<file path="src/rtl/sgw_pkg.sv">
package sgw_pkg;

    localparam int ADDR_W       = 32;
    localparam int DESC_BYTES   = 8;
    localparam int REGION_LEN_W = 17;
    localparam int LAST_BIT     = 31;

    typedef enum logic [2:0] {
        ST_IDLE,
        ST_CHECK,
        ST_FETCH,
        ST_FWAIT,
        ST_MOVE,
        ST_MWAIT
    } sgw_state_e;

    typedef struct packed {
        logic [ADDR_W-1:0]       addr;
        logic [REGION_LEN_W-1:0] len;
        logic                    last;
    } sgw_region_t;

    function automatic sgw_region_t decode_desc(input logic [63:0] raw);
        sgw_region_t r;
        logic [15:0] cnt;
        cnt    = {raw[47:33], 1'b0};
        r.addr = raw[31:0];
        r.len  = (cnt == 16'd0) ? 17'h10000 : {1'b0, cnt};
        r.last = raw[32 + LAST_BIT];
        return r;
    endfunction

endpackage

</file>
<file path="src/rtl/sgw_chunk.sv">
module sgw_chunk #(
    parameter int LEN_W      = 16,
    parameter int BEAT_BYTES = 16,
    parameter int CW         = 5
) (
    input  logic [LEN_W-1:0]                left_i,
    input  logic [sgw_pkg::REGION_LEN_W-1:0] rlen_i,
    output logic [CW-1:0]                   chunk_o
);
    logic [31:0] lw, rw, m;

    always_comb begin
        lw = 32'(left_i);
        rw = 32'(rlen_i);
        m  = 32'(BEAT_BYTES);
        if (lw < m) m = lw;
        if (rw < m) m = rw;
        chunk_o = CW'(m);
    end
endmodule

</file>
<file path="src/rtl/sgw_desc_reg.sv">
module sgw_desc_reg
    import sgw_pkg::*;
#(
    parameter int PAGE_BYTES = 4096,
    parameter int CW         = 5
) (
    input  logic              clk,
    input  logic              rst,
    input  logic              rewind_i,
    input  logic [ADDR_W-1:0] base_i,
    input  logic              fetch_adv_i,
    input  logic              load_i,
    input  logic [63:0]       desc_i,
    input  logic              adv_i,
    input  logic [CW-1:0]     amt_i,
    output sgw_region_t       region_o,
    output logic [ADDR_W-1:0] fptr_o,
    output logic              exhausted_o
);
    logic [ADDR_W-1:0] base_q, fptr_q;
    sgw_region_t       reg_q;

    always_ff @(posedge clk) begin
        if (rst) begin
            base_q <= '0;
            fptr_q <= '0;
            reg_q  <= '0;
        end else if (rewind_i) begin
            base_q <= base_i;
            fptr_q <= base_i;
            reg_q  <= '0;
        end else begin
            if (fetch_adv_i) fptr_q <= fptr_q + ADDR_W'(DESC_BYTES);
            if (load_i) begin
                reg_q <= decode_desc(desc_i);
            end else if (adv_i) begin
                reg_q.addr <= reg_q.addr + ADDR_W'(amt_i);
                reg_q.len  <= reg_q.len - REGION_LEN_W'(amt_i);
            end
        end
    end

    assign region_o    = reg_q;
    assign fptr_o      = fptr_q;
    assign exhausted_o = (fptr_q - base_q) >= ADDR_W'(PAGE_BYTES);

    // every fetch steps the pointer by one descriptor
    a_r4_fetch_step: assert property (@(posedge clk) disable iff (rst)
        fetch_adv_i && !rewind_i |=> fptr_q == $past(fptr_q) + ADDR_W'(DESC_BYTES));

    // no fetch is launched once the page limit is reached
    a_r5_page_limit: assert property (@(posedge clk) disable iff (rst)
        fetch_adv_i |-> (fptr_q - base_q) < ADDR_W'(PAGE_BYTES));

    // a freshly loaded region is never empty
    a_r2_len_nonzero: assert property (@(posedge clk) disable iff (rst)
        load_i && !rewind_i |=> reg_q.len != '0);

    // rewind reloads the pointer and empties the region
    a_r11_rewind: assert property (@(posedge clk) disable iff (rst)
        rewind_i |=> fptr_q == $past(base_i) && reg_q.len == '0);
endmodule

</file>
<file path="src/rtl/sgw_ctrl.sv">
module sgw_ctrl
    import sgw_pkg::*;
#(
    parameter int LEN_W = 16,
    parameter int CW    = 5
) (
    input  logic             clk,
    input  logic             rst,
    input  logic             start_i,
    input  logic             dir_i,
    input  logic [LEN_W-1:0] buf_len_i,
    input  logic             rzero_i,
    input  logic             rlast_i,
    input  logic             exhausted_i,
    input  logic [CW-1:0]    chunk_i,
    input  logic             req_ready_i,
    input  logic             rsp_valid_i,
    output sgw_state_e       state_o,
    output logic             dir_o,
    output logic [LEN_W-1:0] idx_o,
    output logic [LEN_W-1:0] left_o,
    output logic             fetch_hs_o,
    output logic             load_o,
    output logic             advance_o,
    output logic             done_o,
    output logic             short_o,
    output logic             busy_o
);
    sgw_state_e       state_q, state_d;
    logic [LEN_W-1:0] idx_q, len_q;
    logic             dir_q;

    assign left_o = len_q - idx_q;

    always_comb begin
        state_d    = state_q;
        fetch_hs_o = 1'b0;
        load_o     = 1'b0;
        advance_o  = 1'b0;
        done_o     = 1'b0;
        short_o    = 1'b0;
        unique case (state_q)
            ST_IDLE:  if (start_i) state_d = ST_CHECK;
            ST_CHECK: begin
                if (left_o == '0) begin
                    done_o  = 1'b1;
                    state_d = ST_IDLE;
                end else if (rzero_i) begin
                    if (rlast_i || exhausted_i) begin
                        short_o = 1'b1;
                        state_d = ST_IDLE;
                    end else begin
                        state_d = ST_FETCH;
                    end
                end else begin
                    state_d = ST_MOVE;
                end
            end
            ST_FETCH: if (req_ready_i) begin
                fetch_hs_o = 1'b1;
                state_d    = ST_FWAIT;
            end
            ST_FWAIT: if (rsp_valid_i) begin
                load_o  = 1'b1;
                state_d = ST_CHECK;
            end
            ST_MOVE: if (req_ready_i) begin
                if (dir_q) begin
                    advance_o = 1'b1;
                    state_d   = ST_CHECK;
                end else begin
                    state_d = ST_MWAIT;
                end
            end
            ST_MWAIT: if (rsp_valid_i) begin
                advance_o = 1'b1;
                state_d   = ST_CHECK;
            end
            default: state_d = ST_IDLE;
        endcase
    end

    always_ff @(posedge clk) begin
        if (rst) begin
            state_q <= ST_IDLE;
            idx_q   <= '0;
            len_q   <= '0;
            dir_q   <= 1'b0;
        end else begin
            state_q <= state_d;
            if (state_q == ST_IDLE && start_i) begin
                idx_q <= '0;
                len_q <= buf_len_i;
                dir_q <= dir_i;
            end else if (advance_o) begin
                idx_q <= idx_q + LEN_W'(chunk_i);
            end
        end
    end

    assign state_o = state_q;
    assign dir_o   = dir_q;
    assign idx_o   = idx_q;
    assign busy_o  = (state_q != ST_IDLE);

    // status pulses fall inside the busy window and close it
    a_r12_busy_at_pulse: assert property (@(posedge clk) disable iff (rst)
        (done_o || short_o) |-> busy_o);
    a_r12_idle_after: assert property (@(posedge clk) disable iff (rst)
        (done_o || short_o) |=> !busy_o);

    // completion and shortfall never coincide
    a_r8_one_status: assert property (@(posedge clk) disable iff (rst)
        !(done_o && short_o));

    // a data chunk is non-empty and never overruns the buffer
    a_r6_chunk_fits: assert property (@(posedge clk) disable iff (rst)
        state_q == ST_MOVE |-> chunk_i != '0 && LEN_W'(chunk_i) <= left_o);
endmodule

</file>
<file path="src/rtl/sgw_walker.sv">
module sgw_walker
    import sgw_pkg::*;
#(
    parameter int LEN_W      = 16,
    parameter int BEAT_BYTES = 16,
    parameter int PAGE_BYTES = 4096,
    localparam int CW        = $clog2(BEAT_BYTES) + 1,
    localparam int DW        = 8 * BEAT_BYTES
) (
    input  logic              clk,
    input  logic              rst,
    input  logic              start_i,
    input  logic              rewind_i,
    input  logic              dir_i,
    input  logic [31:0]       table_base_i,
    input  logic [LEN_W-1:0]  buf_len_i,
    output logic              busy_o,
    output logic              done_o,
    output logic              short_o,
    output logic              mem_req_valid_o,
    input  logic              mem_req_ready_i,
    output logic              mem_req_we_o,
    output logic [31:0]       mem_req_addr_o,
    output logic [CW-1:0]     mem_req_len_o,
    output logic [DW-1:0]     mem_req_wdata_o,
    input  logic              mem_rsp_valid_i,
    input  logic [DW-1:0]     mem_rsp_rdata_i,
    output logic [LEN_W-1:0]  lbuf_addr_o,
    input  logic [DW-1:0]     lbuf_rdata_i,
    output logic              lbuf_we_o,
    output logic [DW-1:0]     lbuf_wdata_o,
    output logic [CW-1:0]     lbuf_len_o
);
    sgw_state_e       state;
    sgw_region_t      region;
    logic [ADDR_W-1:0] fptr;
    logic             dir_q, exhausted, fetch_hs, load, advance;
    logic [LEN_W-1:0] idx, left;
    logic [CW-1:0]    chunk;

    sgw_ctrl #(.LEN_W(LEN_W), .CW(CW)) u_ctrl (
        .clk         (clk),
        .rst         (rst),
        .start_i     (start_i),
        .dir_i       (dir_i),
        .buf_len_i   (buf_len_i),
        .rzero_i     (region.len == '0),
        .rlast_i     (region.last),
        .exhausted_i (exhausted),
        .chunk_i     (chunk),
        .req_ready_i (mem_req_ready_i),
        .rsp_valid_i (mem_rsp_valid_i),
        .state_o     (state),
        .dir_o       (dir_q),
        .idx_o       (idx),
        .left_o      (left),
        .fetch_hs_o  (fetch_hs),
        .load_o      (load),
        .advance_o   (advance),
        .done_o      (done_o),
        .short_o     (short_o),
        .busy_o      (busy_o)
    );

    sgw_desc_reg #(.PAGE_BYTES(PAGE_BYTES), .CW(CW)) u_desc (
        .clk         (clk),
        .rst         (rst),
        .rewind_i    (rewind_i && state == ST_IDLE),
        .base_i      (table_base_i),
        .fetch_adv_i (fetch_hs),
        .load_i      (load),
        .desc_i      (mem_rsp_rdata_i[63:0]),
        .adv_i       (advance),
        .amt_i       (chunk),
        .region_o    (region),
        .fptr_o      (fptr),
        .exhausted_o (exhausted)
    );

    sgw_chunk #(.LEN_W(LEN_W), .BEAT_BYTES(BEAT_BYTES), .CW(CW)) u_chunk (
        .left_i  (left),
        .rlen_i  (region.len),
        .chunk_o (chunk)
    );

    assign mem_req_valid_o = (state == ST_FETCH) || (state == ST_MOVE);
    assign mem_req_we_o    = (state == ST_MOVE) && dir_q;
    assign mem_req_addr_o  = (state == ST_FETCH) ? fptr : region.addr;
    assign mem_req_len_o   = (state == ST_FETCH) ? CW'(DESC_BYTES) : chunk;
    assign mem_req_wdata_o = lbuf_rdata_i;
    assign lbuf_addr_o     = idx;
    assign lbuf_we_o       = (state == ST_MWAIT) && mem_rsp_valid_i;
    assign lbuf_wdata_o    = mem_rsp_rdata_i;
    assign lbuf_len_o      = chunk;

    // an unaccepted request holds its contents
    a_r13_hold: assert property (@(posedge clk) disable iff (rst)
        mem_req_valid_o && !mem_req_ready_i |=> mem_req_valid_o
            && $stable(mem_req_addr_o) && $stable(mem_req_len_o) && $stable(mem_req_we_o));

    // buffer writes only happen on the read direction
    a_r7_buf_write_dir: assert property (@(posedge clk) disable iff (rst)
        lbuf_we_o |-> !dir_q && lbuf_len_o != '0);
endmodule

</file>
<file path="config.mk">
export PLATFORM = sky130hd
export DESIGN_NAME = sgw_walker
export DESIGN_NICKNAME = d
export VERILOG_FILES = /design/src/rtl/sgw_pkg.sv /design/src/rtl/sgw_chunk.sv /design/src/rtl/sgw_desc_reg.sv /design/src/rtl/sgw_ctrl.sv /design/src/rtl/sgw_walker.sv
export SDC_FILE = /design/constraint.sdc
export NUM_CORES = 1
export LEC_CHECK = 0
export ABC_CLOCK_PERIOD_IN_PS = 16600
export BUFFER_PORTS_ARGS = -buffer_cell sky130_fd_sc_hd__buf_2
export CAP_MARGIN = 15
export CORE_AREA = 2 2 246 248
export CTS_BUF_LIST = sky130_fd_sc_hd__clkbuf_8
export CTS_CLUSTER_DIAMETER = 80
export DETAILED_ROUTE_END_ITERATION = 8
export DIE_AREA = 0 0 248 250
export PLACE_DENSITY = 0.53
export SETUP_SLACK_MARGIN = 0.4
export SLEW_MARGIN = 20
export SYNTH_ARGS = -nofsm -noshare
export SYNTH_HDL_FRONTEND = slang
export SYNTH_HIERARCHICAL = 1
export SYNTH_SLANG_ARGS = --single-unit
</file>
<file path="constraint.sdc">
create_clock -name clk -period 16.6 [get_ports clk]
set_clock_uncertainty 0.05 [all_clocks]
set_input_delay 3.32 -clock clk [delete_from_list [all_inputs] [get_ports clk]]
set_output_delay 3.32 -clock clk [all_outputs]
set_load 0.05 [all_outputs]
</file>
==> results_dict.tcl <==
set metrics [dict create \
    async_reset_ff_share_pct 0 \
    netlist_instances 1676 \
    route.vias.total 11000 \
    die_x_um 248 \
    start_util_pct 21.8 \
    clk_pin_slew_worst_paths_ns 0.10 \
    core-area_um2 59600 \
    crit_fanout 7 \
    power.switching_uw 329 \
    die_y_um 250 \
    synth_top_area_share_pct 23.1 \
    post_route_cells_drive_above_1_share_pct 19.5 \
    cts_root_buf "clkbuf_8" \
    syn_to_final_growth_pct 3.01 \
    worst_r2r_path_depth 27 \
    power_frac_seq_pct 40.5 \
    fill_cells 6590 \
    crit_arrival_ns 5.77 \
    grt_max_degree 72 \
    fin_tns_setup_ns 0 \
    ant_nets 0 \
    yosysTopAreaCell "dfxtp_1" \
    p_comb_share_pct 25.4 \
    grt_overflow_total 0 \
    swShare_pct 34.5 \
    power.internal_uw 625 \
    end_kind "output pin" \
    min_to "u_ctrl/len_q[3]" \
    syn-cell-area_um2 13000 \
    ctsHtreeMaxLevel 4 \
    fin_total_pwr_uw 953 \
    required_ns 13.23 \
    cts_resized 0 \
    drt-initial-drc-count 612 \
    maxCapViolations 0 \
    setup_viol 0 \
    drt-vias-per-instance 4.58 \
    relSlewSlack_pct 37.2 \
    max_freq_mhz 109 \
    worstSetupPathType "register to output pin" \
    grt_pass1_vias 10700 \
    synth-edff-count 0 \
    rsz0062_at_grt "false" \
    postCtsSetupBuffers 0 \
    tightest_slew_ns 0.939 \
    totalWireLength_um 43300 \
    num_io_pins 631 \
    postCtsHoldBufs 0 \
    gp_congestion 0.849 \
    grt_pass1_wl_um 64200 \
    hold_viol_final 0 \
    clockPowerShare_pct 34.1 \
    ir_drop_mv 0.0520 \
    fp.dieArea_um2 62000 \
    port_buffers 214 \
    synth_area_leaders "dfxtp_1 23%, buf_4 15%, ha_1 7.4%, a21oi_1 6.0%, nor2_1 5.2%" \
    cts.sinks 150 \
    hold_class "register to register" \
    antenna_found_initial 9 \
    highest_layer "met5" \
    holdCritStartpoint "u_ctrl/len_q[3]" \
    r2r_start "u_ctrl/idx_o[1]" \
    cts_buffer_depth 2 \
    synth-seq-cells 150 \
    drv_slew 0 \
    drc 0 \
    synth_top_flop_cell "dfxtp_1" \
    fin_crit_sh_pct 55.1 \
    wl_per_cell_um 18.0 \
    status "finished clean" \
    yosys_warnings 6 \
    avgSynthCellArea_um2 7.75 \
    hold_depth 2 \
    power.density_nw_per_um2 71.3 \
    dpl.hpwl_um 34600 \
    post-route-min-period_ns 9.14 \
    cts_tree "yes" \
    numCtsBuffers 17 \
    synth.distinct_cells 91 \
    first_pass_iters 5 \
    start_kind "register" \
    worst-r2r-setup-slack_ns 9.22 \
    r2r_end "u_desc/region_o[46]" \
    dr_wl_met3_um 3390 \
    grtUsageTotal_pct 13.8 \
    fp-row-count 90 \
    yosysSeqAreaShare_pct 23.1 \
    dr_wl_met2_um 20000 \
    wl_met1_um 17700 \
    fin_nets 2003 \
    clock_latency_ns 0.56 \
    power.leakage_uw 0.00565 \
]
[flip-flops by register name, indices dropped and copies added, names as in the netlist]
| signal | flops |
|---|---|
| u_desc/region_o | 50 |
| u_desc/base_q | 32 |
| u_desc/fptr_o | 32 |
| u_ctrl/idx_o | 16 |
| u_ctrl/len_q | 16 |
| u_ctrl/state_o | 3 |
| u_ctrl/dir_o | 1 |
[cells in the final DEF, fill, tap and decap left out, types with 6 or more instances in the layout]
cell and instances:
dfxtp_1 150, nor3_1 25, o21ai_0 43, mux2_2 14
or3_1 15, and3_1 20, nor2b_1 13, o21ai_1 6
nand3_1 35, clkbuf_8 17, nand2b_1 22, xnor2_1 42
inv_1 81, o211ai_1 9, and2_1 10, buf_2 214
a21oi_1 156, nor4_1 16, mux2_4 20, a211oi_1 10
ha_1 77, xor2_1 45, conb_1 11, o21a_1 11
buf_4 9, nand2_1 148, mux2i_1 52, a21o_1 27
nand4_1 20, nor2_1 178
[cells in the mapped netlist, types with 6 or more instances]
library cell  instances
nor2_1              179
mux2i_1              52
and3_1               20
o211ai_1              9
a21oi_1             156
ha_1                 77
o21ai_1               6
or3_1                15
inv_1                81
clkbuf_1             47
buf_4               257
xor2_1               45
mux2_2               14
a211oi_1             10
o21a_1               11
xnor2_1              42
mux2_4               20
nand2_1             148
nand4_1              20
nand2b_1             22
nor3_1               26
a21o_1               27
nor4_1               16
buf_1                 7
o21ai_0              43
dfxtp_1             150
and2_1               10
nand3_1              35
nor2b_1              13
[how the worst max path moves through the flow]
stage / startpoint / endpoint
2_1_floorplan: u_ctrl/idx_o[1] / mem_req_len_o[1]
3_3_place_gp: u_ctrl/idx_o[1] / mem_req_len_o[1]
3_5_place_dp: u_ctrl/idx_o[1] / mem_req_len_o[1]
4_1_cts: u_ctrl/idx_o[1] / mem_req_len_o[1]
5_1_grt: u_ctrl/idx_o[1] / mem_req_len_o[1]
6_report: u_ctrl/idx_o[1] / mem_req_len_o[1]
[stage by stage]
| stage | instance area [µm²] | setup WS (ns) | hold slack [ns] | util, % | cells |
|---|---|---|---|---|---|
| floorplan | 13000 | 7.29 | 0.386 | - | 1686 |
| global placement | 12900 | 8.19 | 0.399 | 21.7 | 2373 |
| detailed placement | 12900 | 8.04 | 0.401 | 21.7 | 2373 |
| CTS | 13400 | 7.38 | 0.414 | 22.4 | 2402 |
| global route | 13400 | 6.92 | 0.430 | 22.4 | 2402 |
| finish | 13400 | 7.46 | 0.413 | 22.4 | 2404 |
[power by group through the flow]
stage / sequential [µW] / combinational [µW] / clock, µW
finish: 386 / 242 / 325
global route: 388 / 267 / 353
CTS: 387 / 242 / 340
detailed placement: 395 / 241 / 0
global placement: 395 / 240 / 0
floorplan: 388 / 321 / 0
[worst max-delay path, stage by stage, from the launching register on]
cell	delay, ns
dfxtp_1	0.44
inv_1	0.11
ha_1	0.31
and2b_1	0.17
o2111ai_1	0.36
a21boi_2	0.14
a221o_2	0.41
a221oi_2	0.27
xnor2_1	0.16
nor4_1	0.27
and3_1	0.37
nand2_1	0.13
ha_1	0.32
nand2_1	0.05
nor2_1	0.12
nand2_2	0.10
o2111ai_4	0.31
mux2i_1	0.67
nor2b_1	0.22
buf_2	0.27
[metal layers]
layer / global-route usage [%] / vias up
met5: 0.238 / -
met2: 22.2 / 394
met3: 4.68 / 144
met1: 15.8 / 5137
met4: 7.90 / 4
li1: - / 5331
[cells by family (layout without fill, tap and decap cells)]
kind of cell | after synthesis | count (layout) | synth area share, %
muxes | 86 | 86 | 7.54
AOI/OAI and AO/OA | 319 | 319 | 15.3
other | 1 | 13 | 0.0289
adders and majority gates | 82 | 82 | 8.19
DFF | 150 | 150 | 23.1
buffers and inverters | 401 | 335 | 19.4
and+or+nand+nor | 550 | 550 | 20.5
xor gates and xnor gates | 87 | 87 | 5.87
[cell type report]
| cell class | instances | area [µm²] | area share [%] |
|---|---|---|---|
| Clock buffer | 17 | 234 | 1.75 |
| Tap cell | 782 | 978 | 7.32 |
| Inverter | 83 | 312 | 2.33 |
| Timing Repair Buffer | 223 | 1140 | 8.51 |
| Multi-Input combinational cell | 1135 | 7520 | 56.3 |
| Antenna cell | 2 | 5.00 | 0.0374 |
| Clock inverter | 12 | 179 | 1.34 |
| Sequential cell | 150 | 3000 | 22.5 |
No activity file was read; power rests on OpenSTA's default activity.
